--- src/rtl/tbc_pkg.sv ---
// Package: shared types and counter indices for the trigger busy controller.
// Assumes: nothing beyond the standard language.
package tbc_pkg;

    // State of the conversion latch.
    typedef enum logic {
        CONV_IDLE   = 1'b0,
        CONV_ACTIVE = 1'b1
    } conv_state_e;

    // Indices of the statistics counters in the counter bank.
    localparam int CNT_IDX_TOTAL = 0;
    localparam int CNT_IDX_BUSY  = 1;
    localparam int CNT_IDX_LOST  = 2;
    localparam int NUM_CNT       = 3;

endpackage

--- src/rtl/tbc_gate.sv ---
// Module: trigger gate and conversion latch.
// Accepts a trigger only when not busy, sets the conversion latch, pulses the
// converter start for one cycle and releases the latch on the done strobe.
// Assumes: the converter raises done only after a start; stray done strobes
// seen while idle are dropped here.
module tbc_gate
    import tbc_pkg::*;
(
    input  logic clk,
    input  logic rst_n,
    input  logic trig_i,
    input  logic done_i,
    input  logic queue_full_i,
    output logic start_o,
    output logic busy_o,
    output logic push_o,
    output logic lost_o
);

    conv_state_e state_q;
    logic        accept;

    // Busy combines the outstanding conversion with a full queue.
    always_comb begin
        busy_o = (state_q == CONV_ACTIVE) || queue_full_i;
        accept = trig_i && !busy_o;
        push_o = (state_q == CONV_ACTIVE) && done_i;
        lost_o = trig_i && busy_o;
    end

    // Conversion latch: set on accept, cleared by done.
    always_ff @(posedge clk) begin
        if (!rst_n) begin
            state_q <= CONV_IDLE;
        end else begin
            case (state_q)
                CONV_IDLE:   if (accept) state_q <= CONV_ACTIVE;
                CONV_ACTIVE: if (done_i) state_q <= CONV_IDLE;
                default:     state_q <= CONV_IDLE;
            endcase
        end
    end

    // Start pulse: one cycle, in the cycle after the accept.
    always_ff @(posedge clk) begin
        if (!rst_n) start_o <= 1'b0;
        else        start_o <= accept;
    end

endmodule

--- src/rtl/tbc_derand_fifo.sv ---
// Module: derandomizing queue between converter and processing.
// Show-ahead queue: the head entry is presented with valid; a handshake pops it.
// Assumes: DEPTH >= 2; the writer never pushes into a full queue.
module tbc_derand_fifo #(
    parameter int DATA_W = 12,
    parameter int DEPTH  = 8
) (
    input  logic              clk,
    input  logic              rst_n,
    input  logic              push_i,
    input  logic [DATA_W-1:0] push_data_i,
    input  logic              ready_i,
    output logic              valid_o,
    output logic [DATA_W-1:0] data_o,
    output logic              full_o
);

    localparam int AW = $clog2(DEPTH);
    localparam int CW = $clog2(DEPTH + 1);
    localparam logic [AW-1:0] LAST_PTR = AW'(DEPTH - 1);
    localparam logic [CW-1:0] FULL_CNT = CW'(DEPTH);

    logic [DATA_W-1:0] mem [DEPTH];
    logic [AW-1:0]     wr_ptr_q;
    logic [AW-1:0]     rd_ptr_q;
    logic [CW-1:0]     count_q;
    logic              pop;

    // Status and head-of-queue view.
    always_comb begin
        valid_o = (count_q != '0);
        full_o  = (count_q == FULL_CNT);
        data_o  = mem[rd_ptr_q];
        pop     = valid_o && ready_i;
    end

    // Storage write; contents need no reset.
    always_ff @(posedge clk) begin
        if (push_i) mem[wr_ptr_q] <= push_data_i;
    end

    // Pointer and occupancy update.
    always_ff @(posedge clk) begin
        if (!rst_n) begin
            wr_ptr_q <= '0;
            rd_ptr_q <= '0;
            count_q  <= '0;
        end else begin
            if (push_i) wr_ptr_q <= (wr_ptr_q == LAST_PTR) ? '0 : wr_ptr_q + 1'b1;
            if (pop)    rd_ptr_q <= (rd_ptr_q == LAST_PTR) ? '0 : rd_ptr_q + 1'b1;
            case ({push_i, pop})
                2'b10:   count_q <= count_q + 1'b1;
                2'b01:   count_q <= count_q - 1'b1;
                default: count_q <= count_q;
            endcase
        end
    end

endmodule

--- src/rtl/tbc_counter.sv ---
// Module: one statistics counter with synchronous clear.
// Assumes: wrap-around at 2**W is acceptable for the chosen width.
module tbc_counter #(
    parameter int W = 32
) (
    input  logic         clk,
    input  logic         rst_n,
    input  logic         clr_i,
    input  logic         inc_i,
    output logic [W-1:0] q_o
);

    // Clear takes priority over increment.
    always_ff @(posedge clk) begin
        if (!rst_n || clr_i) q_o <= '0;
        else if (inc_i)      q_o <= q_o + 1'b1;
    end

endmodule

--- src/rtl/trig_busy_ctrl.sv ---
// Module: trigger busy and derandomizer control, top level.
// Gates triggers against the busy state, drives the converter start and
// collects results in a derandomizing queue. Three counters give total
// cycles, busy cycles and lost triggers for the dead-time figure.
// Assumes: a converter with a start/done handshake; one conversion at a time.
module trig_busy_ctrl
    import tbc_pkg::*;
#(
    parameter int DATA_W = 12,
    parameter int DEPTH  = 8,
    parameter int CNT_W  = 32
) (
    input  logic              clk,
    input  logic              rst_n,
    input  logic              trig_i,
    output logic              adc_start_o,
    input  logic              adc_done_i,
    input  logic [DATA_W-1:0] adc_data_i,
    output logic              proc_valid_o,
    input  logic              proc_ready_i,
    output logic [DATA_W-1:0] proc_data_o,
    output logic              fifo_full_o,
    output logic              busy_o,
    input  logic              cnt_clr_i,
    output logic [CNT_W-1:0]  total_cnt_o,
    output logic [CNT_W-1:0]  busy_cnt_o,
    output logic [CNT_W-1:0]  lost_cnt_o
);

    logic               push;
    logic               lost;
    logic [NUM_CNT-1:0] cnt_inc;
    logic [CNT_W-1:0]   cnt_val [NUM_CNT];

    tbc_gate u_gate (
        .clk          (clk),
        .rst_n        (rst_n),
        .trig_i       (trig_i),
        .done_i       (adc_done_i),
        .queue_full_i (fifo_full_o),
        .start_o      (adc_start_o),
        .busy_o       (busy_o),
        .push_o       (push),
        .lost_o       (lost)
    );

    tbc_derand_fifo #(
        .DATA_W (DATA_W),
        .DEPTH  (DEPTH)
    ) u_fifo (
        .clk         (clk),
        .rst_n       (rst_n),
        .push_i      (push),
        .push_data_i (adc_data_i),
        .ready_i     (proc_ready_i),
        .valid_o     (proc_valid_o),
        .data_o      (proc_data_o),
        .full_o      (fifo_full_o)
    );

    // Increment enables for the counter bank.
    always_comb begin
        cnt_inc                = '0;
        cnt_inc[CNT_IDX_TOTAL] = 1'b1;
        cnt_inc[CNT_IDX_BUSY]  = busy_o;
        cnt_inc[CNT_IDX_LOST]  = lost;
    end

    for (genvar gi = 0; gi < NUM_CNT; gi++) begin : g_cnt
        tbc_counter #(.W(CNT_W)) u_cnt (
            .clk   (clk),
            .rst_n (rst_n),
            .clr_i (cnt_clr_i),
            .inc_i (cnt_inc[gi]),
            .q_o   (cnt_val[gi])
        );
    end

    assign total_cnt_o = cnt_val[CNT_IDX_TOTAL];
    assign busy_cnt_o  = cnt_val[CNT_IDX_BUSY];
    assign lost_cnt_o  = cnt_val[CNT_IDX_LOST];

endmodule

--- config.mk ---
export PLATFORM = sky130hd
export DESIGN_NAME = trig_busy_ctrl
export DESIGN_NICKNAME = d
export VERILOG_FILES = /design/src/rtl/tbc_pkg.sv /design/src/rtl/tbc_gate.sv /design/src/rtl/tbc_derand_fifo.sv /design/src/rtl/tbc_counter.sv /design/src/rtl/trig_busy_ctrl.sv
export SDC_FILE = /design/constraint.sdc
export NUM_CORES = 1
export LEC_CHECK = 0
export CORE_MARGIN = 1
export CORE_UTILIZATION = 40
export CTS_CLUSTER_SIZE = 28
export DETAILED_ROUTE_END_ITERATION = 6
export GPL_ROUTABILITY_DRIVEN = 0
export PLACE_DENSITY = 0.72
export SYNTH_ARGS = -nofsm -noshare
export SYNTH_HDL_FRONTEND = slang
export SYNTH_SLANG_ARGS = --single-unit
--- constraint.sdc ---
create_clock -name clk -period 9.7 [get_ports clk]
set_input_delay 1.94 -clock clk [delete_from_list [all_inputs] [get_ports clk]]
set_output_delay 1.94 -clock clk [all_outputs]
set_load 0.05 [all_outputs]
==> flow_summary_export.csv <==
group,metric,value,unit
yosys,yosys_register_bits,207,
layout,design_area,0.0114,mm²
layout,final_util,0.514,
global_routing,gr-usage-all-layers,0.178,
place,pre_cts_ws,5.28,ns
critical_path,slowest_stage,"dfxtp_1",
global_routing,use_met3,0.0425,
floorplanning,start_util,0.412,
outcome,violations,"design-rule violations",
route,drtPass1Iterations,7,
critical_path,cp.required,7.76,ns
global_routing,grt_pass1_vias,6523,
cts,max-clock-path-buffers,3,
cts,clkTransAtPathRegs,0.06,ns
pwr,ir_drop,0.133,mV
cts,clk_latency,0.50,ns
timing,maxSlewViolCount,0,
critical_path,cpPeakStageDelay,1.05,ns
route,drt_iter0_drc,436,
critical_path,path_delay_family,"flip-flops",
critical_path,crit_fanout,24,
floorplanning,row_count,54,
layout,fillers,1915,
yosys,synthesis.nets,809,
critical_path,path_cells,"mux4_2 > mux2_2 > clkdlybuf4s50_1",
yosys,syn_inst,781,
cts,htreeDepth,1,
route,post_drt_wl_per_cell,17.4,µm
pwr,p_leak,3.51,nW
route,drc,5,
yosys,synth_area_leaders,"edfxtp_1 32%, dfxtp_1 24%, mux4_2 5.9%, a21oi_1 3.7%, o31ai_1 3.1%",
global_routing,antenna_found_initial,1,
global_routing,grt-ovfl-total,0,
global_routing,grt_use_met2,0.297,
yosys,ys_types,53,
timing,rsz0062_at_grt,"false",
yosys,post-synth-top-count-cell,"dfxtp_1",
timing,fin_crit_sh,0.505,
place,hpwl,13500,µm
global_routing,grt_busiest_layer,"met2",
timing,fin_crit,4.90,ns
place,postPlaceCellArea,0.0107,mm²
timing,fin_tns_setup,0,ns
timing,setup_ws,4.80,ns
global_routing,grt_pass1_wl,33900,µm
min_path,hp-class,"register to register",
yosys,synth_top_area_frac,0.317,
critical_path,cp.buffers_inverters,1,
run,maxCapViolations,0,
timing,slew_headroom,0.205,
outcome,status,"finished with violations",
pwr,powerDensity,179,mW/mm²
timing,finalClockSkew,0.0105,ns
global_routing,met1_usage,0.226,
floorplanning,io_pins,130,
layout,area_delta_synth_final,24.8,%
critical_path,crit_type,"register to primary output",
cts,cts_resized,0,
route,postRouteAntennaNets,0,
yosys,synthTopCellsByCount,"111 x dfxtp_1, 96 x edfxtp_1, 67 x a21oi_1",
yosys,synth-async-reset-ratio,0,
floorplanning,fp.dieW,153,µm
critical_path,startpoint_type,"register",
floorplanning,die_h,153,µm
cts,post_cts_buffers,0,
global_routing,grt_max_degree,86,
cts,cts-root-buf,"clkbuf_16",
timing,finalHoldViolCount,0,
yosys,synthFlopType,"dfxtp_1",
cts,cts_num_sinks,207,
yosys,syn_area,0.00910,mm²
timing,tightest_slew,1.19,ns
cts,cts_tree,"done",
timing,fmax,204,MHz
yosys,ys_seq_area_frac,0.561,
cts,cts_buffers,22,
layout,nets,926,
route,num_vias,6793,
timing,setup_viol,0,
place,port-buffer-count,129,
floorplanning,core_area,0.0221,mm²
cts,cts_hold_buffers,0,
route,wl,20800,µm
yosys,synth-warning-count,0,
critical_path,arrival,2.96,ns
yosys,synth_top_area_cell,"edfxtp_1",
layout,drive_gt1_frac,0.106,
yosys,avgSynthCellArea,11.7,µm²
yosys,synth-edff-count,96,
route,avgViaCountPerCell,5.69,
floorplanning,die_area,0.0234,mm²
critical_path,endpoint_kind,"primary output",
-- state kept, by name, summed over array words and instances (netlist names), named ones only --
name	count
u_gate.start_o	1
u_fifo.count_q	4
u_gate.state_q	1
g_cnt.u_cnt.q_o	96
u_fifo.wr_ptr_q	3
u_fifo.rd_ptr_q	3
u_fifo.mem	96
-- final cells by class --
| class | instances | area (µm²) | area share |
|---|---|---|---|
| Sequential cell | 207 | 5100 | 0.449 |
| Antenna cell | 1 | 2.50 | 0.000220 |
| Tap cell | 280 | 350 | 0.0308 |
| Multi-Input combinational cell | 513 | 3780 | 0.333 |
| Inverter | 11 | 41.3 | 0.00363 |
| Clock inverter | 7 | 60.1 | 0.00529 |
| Clock buffer | 31 | 626 | 0.0551 |
| Timing Repair Buffer | 143 | 1400 | 0.123 |
-- worst min-delay path: cells and delay by family, from the launching register on --
kind          cells  cell delay [ns]
mux               1             0.05
flops             1             0.32
simple gates      1             0.05
-- worst paths after layout --
check / slack [ns] / startpoint / cells past startpoint / to
worst max-delay path: 4.80 / register / 3 / proc_data_o[1]
worst min-delay path: 0.47 / g_cnt[2].u_cnt.q_o[31] / 2 / g_cnt[2].u_cnt.q_o[31]
worst max register to register: 7.08 / u_fifo.count_q[0] / 10 / u_fifo.count_q[2]
worst min register to register: 0.47 / g_cnt[2].u_cnt.q_o[31] / 2 / g_cnt[2].u_cnt.q_o[31]
-- cells in the final DEF, fill, tap and decap left out, types with 12 or more instances in the layout --
cell type and instances:
clkdlybuf4s50_1 129, dfxtp_1 111, edfxtp_1 96, a21oi_1 67, nand2_1 48, o31ai_1 37
or4_1 37, nor2_1 35, nand3_1 30, mux4_2 24, nand4_1 23, clkbuf_16 23
xor2_1 22, o21ai_0 20, and4_1 19, and3_1 16, or3_1 14, buf_4 14
mux2_2 12
-- metrics by stage --
stage | hold WS, ns | std cells | total power (W)
floorplan | 0.450 | 781 | 0.00118
global placement | 0.455 | 1154 | 0.00125
detailed placement | 0.460 | 1154 | 0.00126
CTS | 0.477 | 1192 | 0.00206
global route | 0.510 | 1193 | 0.00211
finish | 0.470 | 1193 | 0.00203
-- cells by family (layout without fill, tap and decap cells) --
group | after synthesis | count (layout) | synth area share
multiplexers | 44 | 44 | 0.0830
other | 0 | 1 | 0
flip-flops | 207 | 207 | 0.561
buffers and inverters | 61 | 192 | 0.0271
AO/OA/AOI/OAI | 159 | 159 | 0.112
AND/OR/NAND/NOR | 273 | 273 | 0.177
XOR/XNOR | 27 | 27 | 0.0260
adder cells (fa/ha/maj) | 10 | 10 | 0.0137
-- power breakdown --
group          total [W]  internal (W)  switching (W)
registers       0.000943      0.000926      0.0000167
clock network   0.000799      0.000474       0.000325
logic           0.000292      0.000126       0.000167
total            0.00203       0.00153       0.000509
-- routing by layer --
metal | part of all wire | vias to the layer above | routed length, µm
met3 | 0.070 | 43 | 1450
met5 | 0 | - | 0
li1 | - | 3282 | -
met1 | 0.43 | 3264 | 8980
met4 | 0.025 | 0 | 525
met2 | 0.47 | 204 | 9850
No activity file was read; power rests on OpenSTA's default activity.
